===== src/rtl/pio_calc_pkg.sv =====
package pio_calc_pkg;

  typedef enum logic [1:0] {ST_IDLE, ST_RUN, ST_FIN} calc_state_t;

  // quotient plus one when the division left a remainder
  function automatic logic [31:0] ceil_adj(input logic [31:0] quot, input logic [31:0] rem);
    return (rem != 32'd0) ? quot + 32'd1 : quot;
  endfunction

  function automatic logic [1:0] setup_code_of(input logic [31:0] s);
    case (s)
      32'd4:         return 2'b00;
      32'd3:         return 2'b10;
      32'd1, 32'd2:  return 2'b01;
      default:       return 2'b11;
    endcase
  endfunction

  function automatic logic [31:0] max_u(input logic [31:0] a, input logic [31:0] b);
    return (a > b) ? a : b;
  endfunction

endpackage


===== src/rtl/pio_div_restoring.sv =====
module pio_div_restoring #(
  parameter int W = 16
) (
  input  logic         clk,
  input  logic         rst_n,
  input  logic         go,
  input  logic [W-1:0] dividend,
  input  logic [W-1:0] divisor,
  output logic         done,
  output logic [W-1:0] quot,
  output logic [W-1:0] rem
);
  localparam int CNTW = $clog2(W + 1);

  logic [W-1:0]   q_r, r_r, d_lat, n_lat;
  logic [CNTW-1:0] cnt;
  logic           run;
  logic [W:0]     shifted;
  logic [W+1:0]   trial;
  logic           fits;

  assign shifted = {r_r, q_r[W-1]};
  assign trial   = {1'b0, shifted} - {2'b00, d_lat};
  assign fits    = ~trial[W+1];

  always_ff @(posedge clk or negedge rst_n) begin
    if (!rst_n) begin
      q_r <= '0; r_r <= '0; d_lat <= '0; n_lat <= '0;
      cnt <= '0; run <= 1'b0; done <= 1'b0;
    end else if (go) begin
      q_r   <= dividend;
      r_r   <= '0;
      d_lat <= divisor;
      n_lat <= dividend;
      cnt   <= CNTW'(W);
      run   <= 1'b1;
      done  <= 1'b0;
    end else if (run) begin
      r_r  <= fits ? trial[W-1:0] : shifted[W-1:0];
      q_r  <= {q_r[W-2:0], fits};
      cnt  <= cnt - 1'b1;
      run  <= (cnt != CNTW'(1));
      done <= (cnt == CNTW'(1));
    end else begin
      done <= 1'b0;
    end
  end

  assign quot = q_r;
  assign rem  = r_r;

  // each division result satisfies the quotient/remainder identity
  a_r1_div_identity: assert property (@(posedge clk) disable iff (!rst_n)
    done |-> ((32'(quot) * 32'(d_lat) + 32'(rem)) == 32'(n_lat)) && (rem < d_lat));

endmodule


===== src/rtl/pio_count_fold.sv =====
module pio_count_fold #(
  parameter int TW       = 16,
  parameter int CW       = 5,
  parameter int CNT_MIN  = 2,
  parameter int REC_FOLD = 17,
  parameter int FLD_MAX  = 16
) (
  input  logic [TW-1:0] s_base,
  input  logic [TW-1:0] a_base,
  input  logic [TW-1:0] c_base,
  input  logic [TW-1:0] r_time_base,
  input  logic          rev_hi,
  output logic [CW-1:0] active_o,
  output logic [CW-1:0] recov_o
);
  int r2, rec, act;

  always_comb begin
    r2 = int'(c_base) - int'(s_base) - int'(a_base);
    if (r2 < 0) r2 = 0;
    rec = (int'(r_time_base) > r2) ? int'(r_time_base) : r2;
    act = int'(a_base);
    if (act < CNT_MIN) act = CNT_MIN;
    if (rec < CNT_MIN) rec = CNT_MIN;
    if (rec > REC_FOLD) begin
      act = act + (rec - REC_FOLD);
      rec = REC_FOLD;
    end
    if (act > FLD_MAX) act = FLD_MAX;
    if (rev_hi) rec = rec - 1;
    if (rec > FLD_MAX) rec = FLD_MAX;
    active_o = act[CW-1:0];
    recov_o  = rec[CW-1:0];
  end

endmodule


===== src/rtl/pio_reg_encode.sv =====
module pio_reg_encode #(
  parameter int TW = 16,
  parameter int CW = 5
) (
  input  logic [TW-1:0] own_setup,
  input  logic [CW-1:0] own_active,
  input  logic [CW-1:0] own_recov,
  input  logic          mate_on,
  input  logic [TW-1:0] mate_setup,
  input  logic [CW-1:0] mate_active,
  input  logic [CW-1:0] mate_recov,
  output logic [1:0]    code_o,
  output logic [7:0]    byte_o
);
  import pio_calc_pkg::*;

  logic [31:0] m_s, m_a, m_r;

  always_comb begin
    m_s = 32'(own_setup);
    m_a = 32'(own_active);
    m_r = 32'(own_recov);
    if (mate_on) begin
      m_s = max_u(m_s, 32'(mate_setup));
      m_a = max_u(m_a, 32'(mate_active));
      m_r = max_u(m_r, 32'(mate_recov));
    end
    code_o = setup_code_of(m_s);
    byte_o = {m_a[3:0], m_r[3:0]};
  end

endmodule


===== src/rtl/pio_clk_calc.sv =====
module pio_clk_calc #(
  parameter int TW       = 16,
  parameter int CNT_MIN  = 2,
  parameter int REC_FOLD = 17,
  parameter int FLD_MAX  = 16
) (
  input  logic          clk,
  input  logic          rst_n,
  input  logic          start,
  input  logic [15:0]   setup_ns,
  input  logic [15:0]   active_ns,
  input  logic [15:0]   cycle_ns,
  input  logic [15:0]   period_ns,
  input  logic [1:0]    rev_id,
  input  logic          mate_present,
  input  logic [15:0]   mate_setup,
  input  logic [4:0]    mate_active,
  input  logic [4:0]    mate_recov,
  output logic          busy,
  output logic          done,
  output logic          err,
  output logic [15:0]   setup_cnt,
  output logic [4:0]    active_cnt,
  output logic [4:0]    recov_cnt,
  output logic [1:0]    setup_code,
  output logic [7:0]    drw_byte
);
  import pio_calc_pkg::*;

  localparam int CW   = $clog2(FLD_MAX + 1);
  localparam int NOPS = 4;
  localparam int IW   = $clog2(NOPS);

  calc_state_t   state;
  logic [TW-1:0] s_lat, a_lat, c_lat, p_lat, m_s_lat;
  logic [CW-1:0] m_a_lat, m_r_lat;
  logic          rev_hi_lat, m_on_lat;
  logic [IW-1:0] idx;
  logic          div_go, div_done;
  logic [TW-1:0] div_q, div_r, div_n;
  logic [TW-1:0] ceil_q [NOPS];
  logic [TW+1:0] rt;
  logic [TW-1:0] rec_dividend;
  logic [CW-1:0] fold_act, fold_rec;
  logic [1:0]    enc_code;
  logic [7:0]    enc_byte;
  logic          zero_period_req;
  logic [31:0]   ceil_now;

  assign rt = {2'b00, c_lat} - {2'b00, s_lat} - {2'b00, a_lat};
  assign rec_dividend = rt[TW+1] ? '0 : rt[TW-1:0];
  assign zero_period_req = (state == ST_IDLE) && start && (period_ns == '0);
  assign ceil_now = ceil_adj(32'(div_q), 32'(div_r));

  always_comb begin
    case (idx)
      2'd0:    div_n = s_lat;
      2'd1:    div_n = a_lat;
      2'd2:    div_n = c_lat;
      default: div_n = rec_dividend;
    endcase
  end

  pio_div_restoring #(.W(TW)) u_div (
    .clk(clk), .rst_n(rst_n), .go(div_go), .dividend(div_n), .divisor(p_lat),
    .done(div_done), .quot(div_q), .rem(div_r)
  );

  pio_count_fold #(.TW(TW), .CW(CW), .CNT_MIN(CNT_MIN), .REC_FOLD(REC_FOLD),
                   .FLD_MAX(FLD_MAX)) u_fold (
    .s_base(ceil_q[0]), .a_base(ceil_q[1]), .c_base(ceil_q[2]),
    .r_time_base(ceil_q[3]), .rev_hi(rev_hi_lat),
    .active_o(fold_act), .recov_o(fold_rec)
  );

  pio_reg_encode #(.TW(TW), .CW(CW)) u_enc (
    .own_setup(ceil_q[0]), .own_active(fold_act), .own_recov(fold_rec),
    .mate_on(m_on_lat), .mate_setup(m_s_lat), .mate_active(m_a_lat),
    .mate_recov(m_r_lat), .code_o(enc_code), .byte_o(enc_byte)
  );

  always_ff @(posedge clk or negedge rst_n) begin
    if (!rst_n) begin
      state <= ST_IDLE;
      s_lat <= '0; a_lat <= '0; c_lat <= '0; p_lat <= '0;
      m_s_lat <= '0; m_a_lat <= '0; m_r_lat <= '0;
      rev_hi_lat <= 1'b0; m_on_lat <= 1'b0;
      idx <= '0; div_go <= 1'b0; done <= 1'b0; err <= 1'b0;
      for (int i = 0; i < NOPS; i++) ceil_q[i] <= '0;
      setup_cnt <= '0; active_cnt <= '0; recov_cnt <= '0;
      setup_code <= '0; drw_byte <= '0;
    end else begin
      div_go <= 1'b0;
      done   <= 1'b0;
      case (state)
        ST_IDLE: begin
          if (zero_period_req) begin
            err  <= 1'b1;
            done <= 1'b1;
          end else if (start) begin
            err <= 1'b0;
            s_lat <= setup_ns; a_lat <= active_ns; c_lat <= cycle_ns;
            p_lat <= period_ns;
            rev_hi_lat <= (rev_id > 2'd1);
            m_on_lat <= mate_present;
            m_s_lat <= mate_setup; m_a_lat <= mate_active; m_r_lat <= mate_recov;
            idx    <= '0;
            div_go <= 1'b1;
            state  <= ST_RUN;
          end
        end
        ST_RUN: begin
          if (div_done) begin
            ceil_q[idx] <= ceil_now[TW-1:0];
            if (idx == IW'(NOPS - 1)) begin
              state <= ST_FIN;
            end else begin
              idx    <= idx + 1'b1;
              div_go <= 1'b1;
            end
          end
        end
        default: begin
          setup_cnt  <= ceil_q[0];
          active_cnt <= fold_act;
          recov_cnt  <= fold_rec;
          setup_code <= enc_code;
          drw_byte   <= enc_byte;
          done       <= 1'b1;
          state      <= ST_IDLE;
        end
      endcase
    end
  end

  assign busy = (state != ST_IDLE);

  // setup count is the smallest clock count covering the setup time
  a_r1_setup_ceil: assert property (@(posedge clk) disable iff (!rst_n)
    done && !err |-> (32'(setup_cnt) * 32'(p_lat) >= 32'(s_lat)) &&
                     ((setup_cnt == '0) || ((32'(setup_cnt) - 1) * 32'(p_lat) < 32'(s_lat))));

  // active field range after a good request
  a_r6_active_range: assert property (@(posedge clk) disable iff (!rst_n)
    done && !err |-> (active_cnt >= CW'(CNT_MIN)) && (active_cnt <= CW'(FLD_MAX)));

  // recovery field range after a good request
  a_r6_recov_range: assert property (@(posedge clk) disable iff (!rst_n)
    done && !err |-> (recov_cnt >= CW'(1)) && (recov_cnt <= CW'(FLD_MAX)));

  // without a mate the packed byte mirrors this drive's own counts
  a_r9_pack_own: assert property (@(posedge clk) disable iff (!rst_n)
    done && !err && !m_on_lat |-> drw_byte == {active_cnt[3:0], recov_cnt[3:0]});

  // a zero-period request leaves the results untouched
  a_r10_zero_hold: assert property (@(posedge clk) disable iff (!rst_n)
    done && err |-> $stable(setup_cnt) && $stable(active_cnt) && $stable(recov_cnt) &&
                    $stable(drw_byte) && $stable(setup_code));

  // done is a single-cycle pulse
  a_r11_done_pulse: assert property (@(posedge clk) disable iff (!rst_n)
    done |=> !done);

  // results move only together with done
  a_r11_out_stable: assert property (@(posedge clk) disable iff (!rst_n)
    !done |-> $stable(setup_cnt) && $stable(active_cnt) && $stable(recov_cnt));

endmodule


===== config.mk =====
export PLATFORM = sky130hd
export DESIGN_NAME = pio_clk_calc
export DESIGN_NICKNAME = d
export VERILOG_FILES = /design/src/rtl/pio_calc_pkg.sv /design/src/rtl/pio_div_restoring.sv /design/src/rtl/pio_count_fold.sv /design/src/rtl/pio_reg_encode.sv /design/src/rtl/pio_clk_calc.sv
export SDC_FILE = /design/constraint.sdc
export NUM_CORES = 1
export LEC_CHECK = 0
export ABC_AREA = 0
export BUFFER_PORTS_ARGS = -buffer_cell sky130_fd_sc_hd__clkbuf_2
export CORE_MARGIN = 1.5
export CORE_UTILIZATION = 62
export DETAILED_ROUTE_END_ITERATION = 8
export PLACE_DENSITY = 0.84
export SYNTH_ARGS = -nofsm -noshare
export SYNTH_HDL_FRONTEND = slang
export SYNTH_SLANG_ARGS = --single-unit

===== constraint.sdc =====
create_clock -name clk -period 14.54 [get_ports clk]
set_input_delay 0.727 -clock clk [delete_from_list [all_inputs] [get_ports clk]]
set_output_delay 0.727 -clock clk [all_outputs]
set_load 0.01 [all_outputs]

==> impl_metrics.tcl <==
set metrics [dict create \
    min_period_over_period_pct 93.5 \
    h-tree-depth 1 \
    tns_ps 0 \
    worstMarginPinSlew_ps 1110 \
    synth.avg_cell_area_sq_um 8.13 \
    crit_path_start_kind "flip-flop" \
    cts_root_buf "clkbuf_16" \
    slew_headroom_pct 26.3 \
    rsz0062_at_grt "no" \
    via_per_inst 6.22 \
    gr-total-overflow 0 \
    worst-path-max-fanout 9 \
    syn_area_sq_um 19300 \
    vdd_drop_max_mv 0.0726 \
    finalNonFillerCells 2900 \
    coreArea_sq_um 30600 \
    cts_setup_buffers 0 \
    critPathKind "reg -> reg" \
    wl_per_cell_microns 18.0 \
    crit_top_cell "o21ai_0" \
    syn_inst 2377 \
    vias 18000 \
    area_delta_synth_final_pct 10.1 \
    synth_edf_count 0 \
    synth_cell_types 85 \
    num-fill-cells 2420 \
    setup_violations 0 \
    fin_util_pct 69.5 \
    finish.instance_area_sq_um 21300 \
    grt_max_degree 103 \
    status "completed" \
    skew_ps 30.6 \
    pre_cts_ws_ps 964 \
    yosysMostFrequentCell "nand2_1" \
    crit_slowest_cell "o31ai_1" \
    fmax_mhz 73.5 \
    dieArea_sq_um 32200 \
    hold_viol_final 0 \
    antenna_found_initial 0 \
    die_width_microns 180 \
    wl_microns 52100 \
    drc 0 \
    die_h_microns 180 \
    initial_core_util_pct 63.1 \
    final.setup.worst_slack_ps 938 \
    cap_violations 0 \
    final.min_clock_period_ps 13600 \
    dpl.hpwl_microns 38800 \
    min_path_type "in -> async" \
    rows 64 \
    grt_usage_pct 32.2 \
    tritoncts "built" \
    ys_seq_area_share_pct 32.9 \
    ys_warn_count 0 \
    async_flop_share_pct 100 \
    finalMaxSlewViolations 0 \
    synth_commonest_cells "373 x nand2_1, 254 x dfrtp_1, 250 x o21ai_0" \
    fin_nets 2777 \
    synth_largest_area_cell "dfrtp_1" \
    p_leak_uw 0.0105 \
    drt_pre_antenna_iters 7 \
    grt_pass1_vias 17600 \
    ctsLongestPathBuffers 3 \
    drive_gt1_share_pct 10.7 \
    dp_cells 2850 \
    place.gp.congestion 0.979 \
    p_per_area_nw_per_um2 69.7 \
    drt_iter0_drc 1429 \
    cts_inserted_buffers 27 \
    clk_pin_slew_ps 70 \
    synth_area_leaders "dfrtp_1 33%, ha_1 12%, nand2_1 7.2%, o21ai_0 6.5%, inv_1 4.7%" \
    slowest_delay_ps 620 \
    synth_ff_type "dfrtp_1" \
    portBuffers 133 \
    ys_seq_elements 254 \
    postPlaceCellArea_sq_um 20300 \
    grt_pass1_wl_microns 87000 \
    arrival_ps 14060 \
    clk_latency_ps 570 \
    clock_sinks 254 \
    cp.required_ps 15000 \
    cp-end-kind "flip-flop" \
    ant_nets 0 \
    io-pin-count 135 \
    antenna_cells 0 \
    synth_top_cell_area_share_pct 32.9 \
]
## critical path, delay by kind of cell (launching register included)
kind,cells,cell delay [ps]
AO/OA/AOI/OAI,36,8920
adder cells (fa/ha/maj),7,1790
buffers and inverters,6,790
flip-flops,1,540
AND/OR/NAND/NOR,9,1430
## report_power, final
part	total (uW)	switching (uW)	internal, uW
clock network	708	310	399
registers	707	0	707
logic	68.7	43.7	25.1
total	1480	353	1130
## cells in the final DEF, fill, tap and decap left out, types with 8 or more instances in the layout
cell	instances
o211ai_1	8
nand4_1	20
or3_1	10
clkbuf_2	132
clkbuf_16	27
and2_1	13
nor2_1	136
nor3b_1	11
a311oi_1	14
and3_1	18
a211oi_1	13
nand3_1	38
nand2_1	373
xnor2_1	43
buf_4	16
o22ai_1	11
o21ai_0	250
a21boi_0	23
o31ai_1	16
o21bai_1	12
nor2b_1	33
conb_1	31
inv_1	239
clkinvlp_4	8
a21o_1	28
nor3_1	38
a222oi_1	17
ha_1	192
a31oi_1	18
mux2_2	31
nor4_1	45
dfrtp_1	252
mux2i_1	27
nand2b_1	19
a21oi_1	137
xor2_1	28
o21a_1	17
## layer usage
layer	part of all wire [%]	wire length (microns)	track usage, %
met5	0	0	0
met4	3.7	1950	13.0
met3	5.6	2900	2.86
met2	48	24900	53.9
met1	43	22400	43.2
## worst paths after layout
check / start / endpoint / slack [ps] / cells after the start
min reg2reg: p_lat[11] / p_lat[11] / 480 / 2
max in group asynchronous: rst_n / ceil_q[0] / 12790 / 2
max: ceil_q[49] / drw_byte[4] / 940 / 58
min in group clk: cycle_ns[11] / c_lat[11] / 350 / 3
max reg2reg: ceil_q[49] / drw_byte[4] / 940 / 58
min: rst_n / u_div.d_lat[11] / 150 / 1
## flip-flops by register name, summed over array words and instances, names as in the netlist, 8 cells and up
signal and count:
u_div.rem 16, setup_cnt 16, u_div.quot 16, ceil_q 64, a_lat 16, s_lat 16
u_div.d_lat 16, c_lat 16, p_lat 16, drw_byte 8, m_s_lat 16
## per-stage QoR
step,power (uW),hold WS [ps]
6_report,1480,154
2_1_floorplan,751,427
3_3_place_gp,786,455
5_1_grt,1530,218
4_1_cts,1490,197
3_5_place_dp,787,464
## cells by family after synthesis
| group | Yosys count | share of synthesized area, % |
|---|---|---|
| adder cells (fa/ha/maj) | 198 | 13.1 |
| flip-flops | 254 | 32.9 |
| XOR/XNOR | 71 | 3.22 |
| AO/OA/AOI/OAI | 659 | 21.7 |
| buffers and inverters | 341 | 6.67 |
| multiplexers | 59 | 3.28 |
| AND/OR/NAND/NOR | 793 | 19.1 |
| other | 2 | 0.0389 |
## final cells by class
| type | instances | area [sq um] | area share, % |
|---|---|---|---|
| flip-flops and latches | 254 | 6360 | 29.9 |
| inverters | 240 | 903 | 4.25 |
| well taps | 396 | 495 | 2.33 |
| repair buffers | 149 | 796 | 3.74 |
| clock inverters | 19 | 198 | 0.929 |
| multi-input cells | 1811 | 11800 | 55.5 |
| clock buffers | 31 | 721 | 3.39 |
## timing repair
action	4_1_cts	5_1_grt
hold buffers	0	0
gates resized for setup	0	2
endpoints found under the setup margin	0	4
Note: power is estimated with default switching activity, not from simulation.
